<file path="src/rtl/pfifo_pkg.sv">
// Package pfifo_pkg
// Shared widths and the stored pixel entry for the pixel shift queue.
// Assumes rows are always eight pixels wide.
package pfifo_pkg;
    localparam int PAL_W   = 3;
    localparam int ROW_PIX = 8;

    typedef struct packed {
        logic             obj;
        logic             prio;
        logic [PAL_W-1:0] pal;
        logic [1:0]       color;
    } pix_entry_t;
endpackage

</file>
<file path="src/rtl/pfifo_row_expand.sv">
// Module pfifo_row_expand
// Splits a bitplane pair into per-slot 2-bit colours. Slot j takes plane
// bit (N-1-j) when mirror is low and plane bit j when mirror is high.
// Purely combinational; shared by the push path and the overlay path.
module pfifo_row_expand #(
    parameter int N = 8
) (
    input  logic [N-1:0]       plane_lo,
    input  logic [N-1:0]       plane_hi,
    input  logic               mirror,
    output logic [N-1:0][1:0]  slot_color
);
    for (genvar j = 0; j < N; j++) begin : g_slot
        // pick the plane bit for slot j according to bit order
        assign slot_color[j] = mirror ? {plane_hi[j], plane_lo[j]}
                                      : {plane_hi[N-1-j], plane_lo[N-1-j]};
    end
endmodule

</file>
<file path="src/rtl/pfifo_ptrs.sv">
// Module pfifo_ptrs
// Read/write positions and occupancy of the pixel queue. A push moves the
// write position by a full row; a pop moves the read position by one.
// Assumes DEPTH is a power of two and at least ROW; callers only assert
// push_go when can_push is high and pop_go when not_empty is high.
module pfifo_ptrs #(
    parameter int DEPTH = 16,
    parameter int ROW   = 8,
    localparam int AW   = $clog2(DEPTH),
    localparam int LW   = $clog2(DEPTH + 1)
) (
    input  logic          clk,
    input  logic          rst_n,
    input  logic          push_go,
    input  logic          pop_go,
    output logic [AW-1:0] rd_ptr,
    output logic [AW-1:0] wr_ptr,
    output logic [LW-1:0] level,
    output logic          can_push,
    output logic          not_empty
);
    // free-space and empty decode from the occupancy
    assign can_push  = (level <= LW'(DEPTH - ROW));
    assign not_empty = (level != '0);

    // position and occupancy update; positions wrap by natural width
    always_ff @(posedge clk) begin
        if (!rst_n) begin
            rd_ptr <= '0;
            wr_ptr <= '0;
            level  <= '0;
        end else begin
            if (push_go) wr_ptr <= wr_ptr + AW'(ROW);
            if (pop_go)  rd_ptr <= rd_ptr + AW'(1);
            level <= level + (push_go ? LW'(ROW) : LW'(0)) - (pop_go ? LW'(1) : LW'(0));
        end
    end

    a_r2_no_overflow: assert property (@(posedge clk) disable iff (!rst_n)
        level <= LW'(DEPTH));

    a_r2_push_step: assert property (@(posedge clk) disable iff (!rst_n)
        push_go |=> level == $past(level) + LW'(ROW) - ($past(pop_go) ? LW'(1) : LW'(0)));

    a_r6_ptr_gap: assert property (@(posedge clk) disable iff (!rst_n)
        AW'(wr_ptr - rd_ptr) == AW'(level));
endmodule

</file>
<file path="src/rtl/pixel_shift_fifo.sv">
// Module pixel_shift_fifo
// Circular pixel queue. Row pushes append eight expanded entries. Object
// overlays merge into the eight slots from the read position. Pops present
// one entry per request, registered. An overlay cycle blocks push and pop.
// Assumes DEPTH is a power of two, DEPTH >= 8.
module pixel_shift_fifo
    import pfifo_pkg::*;
#(
    parameter int DEPTH = 16,
    localparam int AW   = $clog2(DEPTH),
    localparam int LW   = $clog2(DEPTH + 1)
) (
    input  logic             clk,
    input  logic             rst_n,
    input  logic             push_valid,
    input  logic [7:0]       push_lo,
    input  logic [7:0]       push_hi,
    input  logic [PAL_W-1:0] push_pal,
    input  logic             push_prio,
    input  logic             push_flip,
    output logic             push_accept,
    input  logic             obj_valid,
    input  logic [7:0]       obj_lo,
    input  logic [7:0]       obj_hi,
    input  logic [PAL_W-1:0] obj_pal,
    input  logic             obj_prio,
    input  logic             obj_flip,
    input  logic             pop_valid,
    output logic             pix_valid,
    output logic [1:0]       pix_color,
    output logic [PAL_W-1:0] pix_pal,
    output logic             pix_prio,
    output logic             pix_obj,
    output logic             pix_underflow,
    output logic [LW-1:0]    level
);
    logic [AW-1:0]               rd_ptr;
    logic [AW-1:0]               wr_ptr;
    logic                        can_push;
    logic                        not_empty;
    logic                        pop_req;
    logic                        pop_go;
    logic [ROW_PIX-1:0][1:0]     bg_color;
    logic [ROW_PIX-1:0][1:0]     ob_color;
    logic [AW-1:0]               push_idx [ROW_PIX];
    logic [AW-1:0]               obj_idx  [ROW_PIX];
    logic [ROW_PIX-1:0]          lane_hit;
    pix_entry_t                  mem [DEPTH];
    pix_entry_t                  out_q;

    // overlay owns the cycle; push and pop wait
    assign push_accept = push_valid && !obj_valid && can_push;
    assign pop_req     = pop_valid && !obj_valid;
    assign pop_go      = pop_req && not_empty;

    pfifo_ptrs #(.DEPTH(DEPTH), .ROW(ROW_PIX)) u_ptrs (
        .clk       (clk),
        .rst_n     (rst_n),
        .push_go   (push_accept),
        .pop_go    (pop_go),
        .rd_ptr    (rd_ptr),
        .wr_ptr    (wr_ptr),
        .level     (level),
        .can_push  (can_push),
        .not_empty (not_empty)
    );

    pfifo_row_expand #(.N(ROW_PIX)) u_bg_expand (
        .plane_lo   (push_lo),
        .plane_hi   (push_hi),
        .mirror     (push_flip),
        .slot_color (bg_color)
    );

    pfifo_row_expand #(.N(ROW_PIX)) u_obj_expand (
        .plane_lo   (obj_lo),
        .plane_hi   (obj_hi),
        .mirror     (obj_flip),
        .slot_color (ob_color)
    );

    for (genvar j = 0; j < ROW_PIX; j++) begin : g_lane
        // slot addresses relative to each position, wrapped by width
        assign push_idx[j] = wr_ptr + AW'(j);
        assign obj_idx[j]  = rd_ptr + AW'(j);
        // object pixel lands only if opaque and slot not yet claimed
        assign lane_hit[j] = obj_valid && (ob_color[j] != 2'b00) && !mem[obj_idx[j]].obj;

        a_r8_keep_object: assert property (@(posedge clk) disable iff (!rst_n)
            (obj_valid && mem[obj_idx[j]].obj) |=> mem[$past(obj_idx[j])] == $past(mem[obj_idx[j]]));
    end

    // storage writes: row push or object overlay, never both
    always_ff @(posedge clk) begin
        if (!rst_n) begin
            for (int s = 0; s < DEPTH; s++) mem[s] <= '0;
        end else if (push_accept) begin
            for (int j = 0; j < ROW_PIX; j++)
                mem[push_idx[j]] <= '{obj: 1'b0, prio: push_prio, pal: push_pal, color: bg_color[j]};
        end else begin
            for (int j = 0; j < ROW_PIX; j++)
                if (lane_hit[j])
                    mem[obj_idx[j]] <= '{obj: 1'b1, prio: obj_prio, pal: obj_pal, color: ob_color[j]};
        end
    end

    // registered pop port with zero idle value on underflow
    always_ff @(posedge clk) begin
        if (!rst_n) begin
            out_q         <= '0;
            pix_valid     <= 1'b0;
            pix_underflow <= 1'b0;
        end else if (pop_req) begin
            out_q         <= not_empty ? mem[rd_ptr] : '0;
            pix_valid     <= not_empty;
            pix_underflow <= !not_empty;
        end else begin
            pix_valid     <= 1'b0;
            pix_underflow <= 1'b0;
        end
    end

    assign pix_color = out_q.color;
    assign pix_pal   = out_q.pal;
    assign pix_prio  = out_q.prio;
    assign pix_obj   = out_q.obj;

    a_r9_overlay_blocks_push: assert property (@(posedge clk) disable iff (!rst_n)
        obj_valid |-> !push_accept);

    a_r10_empty_pop: assert property (@(posedge clk) disable iff (!rst_n)
        (pop_valid && !obj_valid && level == '0) |=> (pix_underflow && !pix_valid));

    a_r10_idle_zero: assert property (@(posedge clk) disable iff (!rst_n)
        pix_underflow |-> (pix_color == 2'b00 && pix_pal == '0 && !pix_prio && !pix_obj));

    a_r11_pop_latency: assert property (@(posedge clk) disable iff (!rst_n)
        (pop_valid && !obj_valid && level != '0) |=> (pix_valid && level == $past(level) - LW'(1) + ($past(push_accept) ? LW'(ROW_PIX) : LW'(0))));
endmodule

</file>
<file path="config.mk">
export PLATFORM = sky130hd
export DESIGN_NAME = pixel_shift_fifo
export DESIGN_NICKNAME = d
export VERILOG_FILES = /design/src/rtl/pfifo_pkg.sv /design/src/rtl/pfifo_row_expand.sv /design/src/rtl/pfifo_ptrs.sv /design/src/rtl/pixel_shift_fifo.sv
export SDC_FILE = /design/constraint.sdc
export NUM_CORES = 1
export LEC_CHECK = 0
export BUFFER_PORTS_ARGS = -buffer_cell sky130_fd_sc_hd__buf_2
export CAP_MARGIN = 15
export CORE_ASPECT_RATIO = 0.6
export CORE_MARGIN = 2
export CORE_UTILIZATION = 36
export CTS_CLUSTER_DIAMETER = 50
export DETAILED_ROUTE_END_ITERATION = 7
export PLACE_DENSITY = 0.6
export SYNTH_ARGS = -nofsm -noshare
export SYNTH_HDL_FRONTEND = slang
export SYNTH_SLANG_ARGS = --single-unit
</file>
<file path="constraint.sdc">
create_clock -name clk -period 3.8 [get_ports clk]
set_input_delay 0.57 -clock clk [delete_from_list [all_inputs] [get_ports clk]]
set_output_delay 0.57 -clock clk [all_outputs]
set_load 0.03 [all_outputs]
</file>
**Word-level counts from Yosys, hierarchy flattened**

Memory sizes are Yosys's and may differ from the RTL's. A register that Yosys moved wholly into a read port is not among the register bits.
Cells that the tools add are included.

- Register bits: 22
- Bits in latches: 0
- Memory bits (writable): 112
- Bits in read-only memories: 0
- Input port bits: 47
- Output and inout bits: 15
- Memories kept: 1

Memories:

| memory | depth | width | rd ports | clocked after memory_dff | wr ports | RTL line | text |
|---|---|---|---|---|---|---|---|
| mem | 16 | 7 | 8 | 1 | 16 | pixel_shift_fifo.sv:48 | `pix_entry_t mem [DEPTH];` |

- $add $sub $neg: 17
- Multipliers: 0
- Divide/modulo/power cells: 0
- $lt $le $gt $ge: 1
- Equality and inequality tests: 0
- Shifts and indexed selects: 0
- Muxes and demuxes: 105
- Bitwise operators: 0
- Reductions and logical operators: 56

Operator list:

| operator | count |
|---|---|
| 2-to-1 mux 7 bit | 17 |
| OR reduction 7 bit | 16 |
| 2-to-1 mux 4 bit | 19 |
| 2-to-1 mux 1 bit | 53 |
| adder 4 x 3 -> 4 bit (second input constant) | 8 |
| 2-to-1 mux 2 bit | 16 |
| logical AND 1 bit | 20 |
| adder 4 x 2 -> 4 bit (second input constant) | 4 |
| nonzero test 2 bit | 8 |
| logical NOT 1 bit | 10 |
| adder 4 x 1 -> 4 bit (second input constant) | 2 |
| adder 5 bit | 1 |
| less-or-equal comparator 5 x 4 -> 1 bit (second input constant) | 1 |
| nonzero test 5 bit | 1 |
| subtractor 5 bit | 1 |
| adder 4 bit (second input constant) | 1 |
| AND reduction 2 bit | 1 |

**Depth between registers and ports, before layout**

Gate-level depths: netlist (run 1).

- Depth in word-level cells: 10
- Gate-level depth with buffers: 16
- Gate-level depth less buffers: 11

**By module**

A second synthesis (run 1) with hierarchy kept.

- Cells, all modules: 1888
- Area total of the unflattened synthesis: 16039.1 sq um

Modules (own cells, without submodules):

| module | instances | cells each | area each (sq um) | seq. area each (sq um) |
|---|---|---|---|---|
| pixel_shift_fifo | 1 | 1797 | 15026.9 | 3543.4 |
| pfifo_ptrs | 1 | 55 | 514.2 | 200.2 |
| pfifo_row_expand | 2 | 18 | 249.0 | 0.0 |

**Worst setup path before layout (run 1)**

No wires, ideal clock.

- Path type: reg-to-reg
- Start: register u_ptrs.rd_ptr[0]
- End: memory mem[3][2] (netlist name) (data pin)
- Data arrival time: 3.579 ns
- Slack: -0.058 ns
- Cell stages (with the launch flop): 17
- Clock period less this slack: 3.858 ns
- Path through: dfxtp_1 buf_6 inv_2 buf_4 buf_4 ha_1 buf_6 buf_6 buf_6 buf_6 mux2i_1 mux4_2 a2bb2oi_4 mux2i_1 nor2_1 a2111oi_0 o221ai_1

RTL lines:

| element | RTL line | text |
|---|---|---|
| start: declaration | pfifo_ptrs.sv:16 | `output logic [AW-1:0] rd_ptr,` |
| start signal: assignment | pfifo_ptrs.sv:34 | `if (pop_go) rd_ptr <= rd_ptr + AW'(1);` |
| end: declaration | pixel_shift_fifo.sv:48 |  |

==> results.ini, run 1 <==
[outcome]
status = finished, violations left
failed_checks = DRC, setup timing

[setup_path]
rr_startpoint = u_ptrs.rd_ptr[2]
path_class = flop to flop
r2r_cells = 11
startpoint_type = flop
r2r_slack_ps = -20
cp-end-kind = flop
cp.required_ps = 4010
crit_fanout = 19
r2r-end = mem[7][0]
crit_arrival_ps = 4030

[power]
vdd_drop_max_uv = 234
p_leak_uw = 0.00653
power_density_nw_per_um2 = 455

[global_routing]
grtUsageTotal_pct = 50.4
grt_overflow_total = 0
grt_pass1_vias = 15700
grt_max_degree = 35
grt_pass1_wl_um = 133000
antenna_found_initial = 8

[yosys]
synth_seq_cells = 135
syn_area_um2 = 13500
synth.top_cell.area_share_pct = 24.9
async_reset_ff_share_pct = 0
netlist_instances = 1533
synth_ff_type = edfxtp_1
yosys-top-cells-area = edfxtp_1 25%, mux4_2 7.8%, mux2i_1 6.2%, nand2_1 4.9%, nor2_1 3.9%
synth_most_common_cell = nand2_1
yosys-top-cells-count = 178 x nand2_1, 140 x nor2_1, 112 x edfxtp_1
syn_avg_cell_area_um2 = 8.81
ys_warn_count = 0
ys_seq_area_share_pct = 28.3
syn_nets = 1593
synth-edff-count = 112
synth_top_area_cell = edfxtp_1
yosysUniqueCellTypes = 94

[cts]
clockBufferDepth = 2
cts_max_level = 4
numCtsBuffers = 17
cts_sinks = 135
tritoncts = yes
worstSkewPairLatency_ps = 470
cts_hold_buf = 0
path_clk_slew_ps = 80
root_buffer = clkbuf_16

[hold_path]
hold_class = input pin to flop
worstHoldPathCells = 2
hold_path_startpoint = pop_valid
hold_end = pix_underflow

[placement]
place_hpwl_um = 79300
port_buffers = 61
placed_cells = 2270
routabilityCongestion = 1.21
dp_slack_ps = -112

[routing]
post_drt_wl_per_cell_um = 43.2
via_per_inst = 7.48
route.detailed.drc = 1
drt-pass1-iter-count = 8
ant_nets = 0
drt-total-wl_um = 99800
vias = 17300
detail_route.iter0.violations = 3472

[die]
die_width_um = 254
start_util_pct = 36.9
coreArea_um2 = 36600
die_area_um2 = 39100
die_y_um = 154
row_count = 54
pin_count = 62

[sta]
slew-limit-headroom_pct = 26.7
fin_hold_ws_ps = 388
slew_viol_final = 0
clock.fmax_mhz = 262
hold_viol = 0
min_period_ps = 3820
worst_slack_ps = -15.1
report.final.setup_viol = 2
layout_worst_path_cycle_share_pct = 100
rsz0062_at_grt = false
fin_worst_skew_ps = 19.7
tightest_slew_ps = 1090

[final_layout]
post-route-util_pct = 46.1
fin_nets = 1848
syn2layout_area_growth_pct = 25.1
instances_no_fill = 2309
multi_input_area_um2 = 9150
fillers = 3662
regArea_um2 = 3830
drive_gt1_share_pct = 29.2

[flow_run]
maxCapViolations = 0

-- report_power, final --
group | internal [µW] | switching, µW | total, µW
clock | 863 | 853 | 1720
combinational | 1350 | 2440 | 3790
sequential | 1910 | 273 | 2180
total | 4120 | 3570 | 7680
-- metal layers --
metal | routed length [µm] | track usage [%] | vias up
met4 | 5790 | 22.5 | 10
li1 | - | - | 6618
met3 | 19200 | 33.3 | 372
met1 | 39100 | 65.8 | 8453
met2 | 35600 | 63.0 | 1828
met5 | 115 | 0 | -
-- per-stage QoR --
stage          total power (µW)  setup TNS, ps  instance area (µm²)
2_1_floorplan              3890              0                13500
3_3_place_gp               5630          -76.9                16200
3_5_place_dp               5660           -515                16200
4_1_cts                    7340              0                16800
5_1_grt                    7740              0                16900
6_report                   7680          -22.9                16900
-- layout by cell type (no fill, tap or decap), types with 8 or more instances in the layout --
master       n
a211oi_1    32
a21oi_1     61
a221oi_1    19
a22o_1      10
a22oi_1     22
a31oi_1     20
and2_1      21
and3_1       9
buf_12      16
buf_2       61
buf_4      259
clkbuf_16   17
dfxtp_1     21
edfxtp_1   112
ha_1        10
inv_1       25
mux2_2      43
mux2i_1     83
mux4_2      47
nand2_1    178
nand2b_1     9
nand3_1     57
nand4_1     12
nor2_1     140
nor2b_1     20
nor3_1      55
nor4_1      17
o2111ai_1   17
o211ai_1    28
o21ai_0     68
o21ai_1      9
o221ai_1    37
o22ai_1     54
or3_1       16
or4_1        8
xnor2_1      9
-- area by class of cell --
cell class	count	area share, %
clock buffer	17	2.52
sequential	135	22.7
multi-input combinational	1266	54.2
antenna	4	0.0593
clock inverter	15	0.815
inverter	29	0.644
tap	504	3.73
timing repair buffer	339	15.4
-- flip-flops by register name, summed over array words and instances (netlist names), named ones only --
register       flops
u_ptrs.level       5
pix_pal            3
u_ptrs.wr_ptr      1
pix_prio           1
pix_valid          1
pix_obj            1
pix_underflow      1
u_ptrs.rd_ptr      4
pix_color          2
mem              112
-- what timing repair did --
item                                    4_1_cts  5_1_grt
endpoints found under the setup margin       15      106
gates resized for setup                       3       16
cloned                                        0        0
buffers inserted                              0        3
-- cells by family (layout without fill, tap and decap cells) --
kind of cell,after synthesis,after routing,synth area share [%]
flip-flops,135,135,28.3
adder cells (fa/ha/maj),13,13,1.26
buffers and inverters,132,400,4.59
multiplexers,181,181,18.4
AO/OA/AOI/OAI,476,476,25.4
other,0,4,0
XOR/XNOR,20,20,1.52
AND/OR/NAND/NOR,576,576,20.5
-- critical path, stage by stage (launching register included) --
cell,delay [ps]
dfxtp_1,340
buf_4,350
ha_1,330
buf_4,170
a21bo_2,150
o2111ai_1,480
buf_4,360
nor3_1,520
a21oi_1,200
o21ai_0,130
a31oi_1,120
o21ai_0,400
-- worst max path at each step --
stage | from | endpoint | slack [ps]
after floorplan | u_ptrs.rd_ptr[2] | mem[6][3] | 10
after global placement | u_ptrs.rd_ptr[1] | mem[0][3] | -30
after detailed placement | u_ptrs.rd_ptr[1] | mem[0][3] | -110
after CTS | u_ptrs.rd_ptr[1] | mem[0][3] | 10
after global routing | u_ptrs.rd_ptr[1] | mem[4][5] | 40
final | u_ptrs.rd_ptr[2] | mem[7][0] | -20
Power figures use the tool's default switching activity.
==> run 2: changes to the inputs <==
CORE_UTILIZATION = 50   (was 36)
PLACE_DENSITY = 0.69   (was 0.6)
SYNTH_HIERARCHICAL = 1   (was unset)
==> results.ini, run 2 <==
[outcome]
status = aborted with a tool error  ; was finished, violations left
stop_stage = global routing (5_1_grt)
error = [ERROR GRT-0232] Routing congestion too high. Check the congestion heatmap in the GUI.

[yosys]
synth-edff-count = 112  ; unchanged
ys_warn_count = 6  ; was 0
synth.top_cell.area_share_pct = 21.0  ; was 24.9%
async_reset_ff_share_pct = 0  ; unchanged
synth_ff_type = edfxtp_1  ; unchanged
yosysUniqueCellTypes = 100  ; was 94
syn_area_um2 = 16000  ; was 13500 µm²
netlist_instances = 1888  ; was 1533
synth_seq_cells = 131  ; was 135
yosys-top-cells-area = edfxtp_1 21%, mux4_2 6.2%, o22ai_1 5.5%, nand2_1 4.3%, mux2i_1 4.2%  ; was edfxtp_1 25%, mux4_2 7.8%, mux2i_1 6.2%, nand2_1 4.9%, nor2_1 3.9%
yosys-top-cells-count = 182 x nand2_1, 175 x nor2_1, 142 x o22ai_1  ; was 178 x nand2_1, 140 x nor2_1, 112 x edfxtp_1
syn_avg_cell_area_um2 = 8.50  ; was 8.81 µm²
synth_top_area_cell = edfxtp_1  ; unchanged
synth_most_common_cell = nand2_1  ; unchanged
ys_seq_area_share_pct = 23.3  ; was 28.3%

[placement]
dp_slack_ps = -201  ; was -112 ps
port_buffers = 61  ; unchanged
place_hpwl_um = 81900  ; was 79300 µm
placed_cells = 2614  ; was 2270
routabilityCongestion = 1.57  ; was 1.21

[global_routing]
grt_max_degree = 53
grt_overflow_total = 1
grtUsageTotal_pct = 68.6

[die]
die_width_um = 235  ; was 254 µm
row_count = 50  ; was 54
die_y_um = 143  ; was 154 µm
start_util_pct = 51.1  ; was 36.9%
pin_count = 62  ; unchanged

[cts]
clockBufferDepth = 2  ; unchanged
postCtsSetupRepairBufs = 0  ; unchanged
cts_max_level = 4  ; unchanged
numCtsBuffers = 17  ; unchanged
cts_sinks = 131  ; was 135
root_buffer = clkbuf_16  ; unchanged
cts_hold_buf = 0  ; unchanged

==> run 2: cell count changes after synthesis, sizes merged, moves of 14 or more <==
| cell | change |
|---|---|
| nor3 | -24 |
| o22ai | +92 |
| a22oi | +44 |
| a221oi | +18 |
| a211oi | -22 |
| nor2 | +37 |
| a21oi | +27 |
| o22a | +14 |
| nand3 | -17 |
| a221o | +22 |
| mux2 | +15 |
| a222oi | +46 |
| mux2i | -16 |
| clkbuf | +26 |
==> run 2: per-layer routing <==
layer  GRT overflow  GRT usage [%]
met5              0           51.7
met4              0           54.3
met3              0           64.6
met2              0           75.7
met1              1           72.2
==> run 2: cells by family after synthesis <==
logic type                 after synthesis  synth area share, %
and+or+nand+nor                        574                 16.7
buffers and inverters                  172                 5.05
xor gates and xnor gates                30                 1.69
DFF                                    131                 23.3
muxes                                  179                 15.8
adders and majority gates               21                 1.69
other                                    1               0.0234
AOI/OAI and AO/OA                      780                 35.7
==> run 2: through the flow <==
step / area [µm²] / hold slack [ps]
after floorplan: 16100 / 474
after global placement: 19400 / 442
after detailed placement: 19400 / 479
after CTS: 20000 / 462
==> run 2: repair_timing <==
action,CTS
resized for setup,4
cloned,0
setup endpoints to repair,3
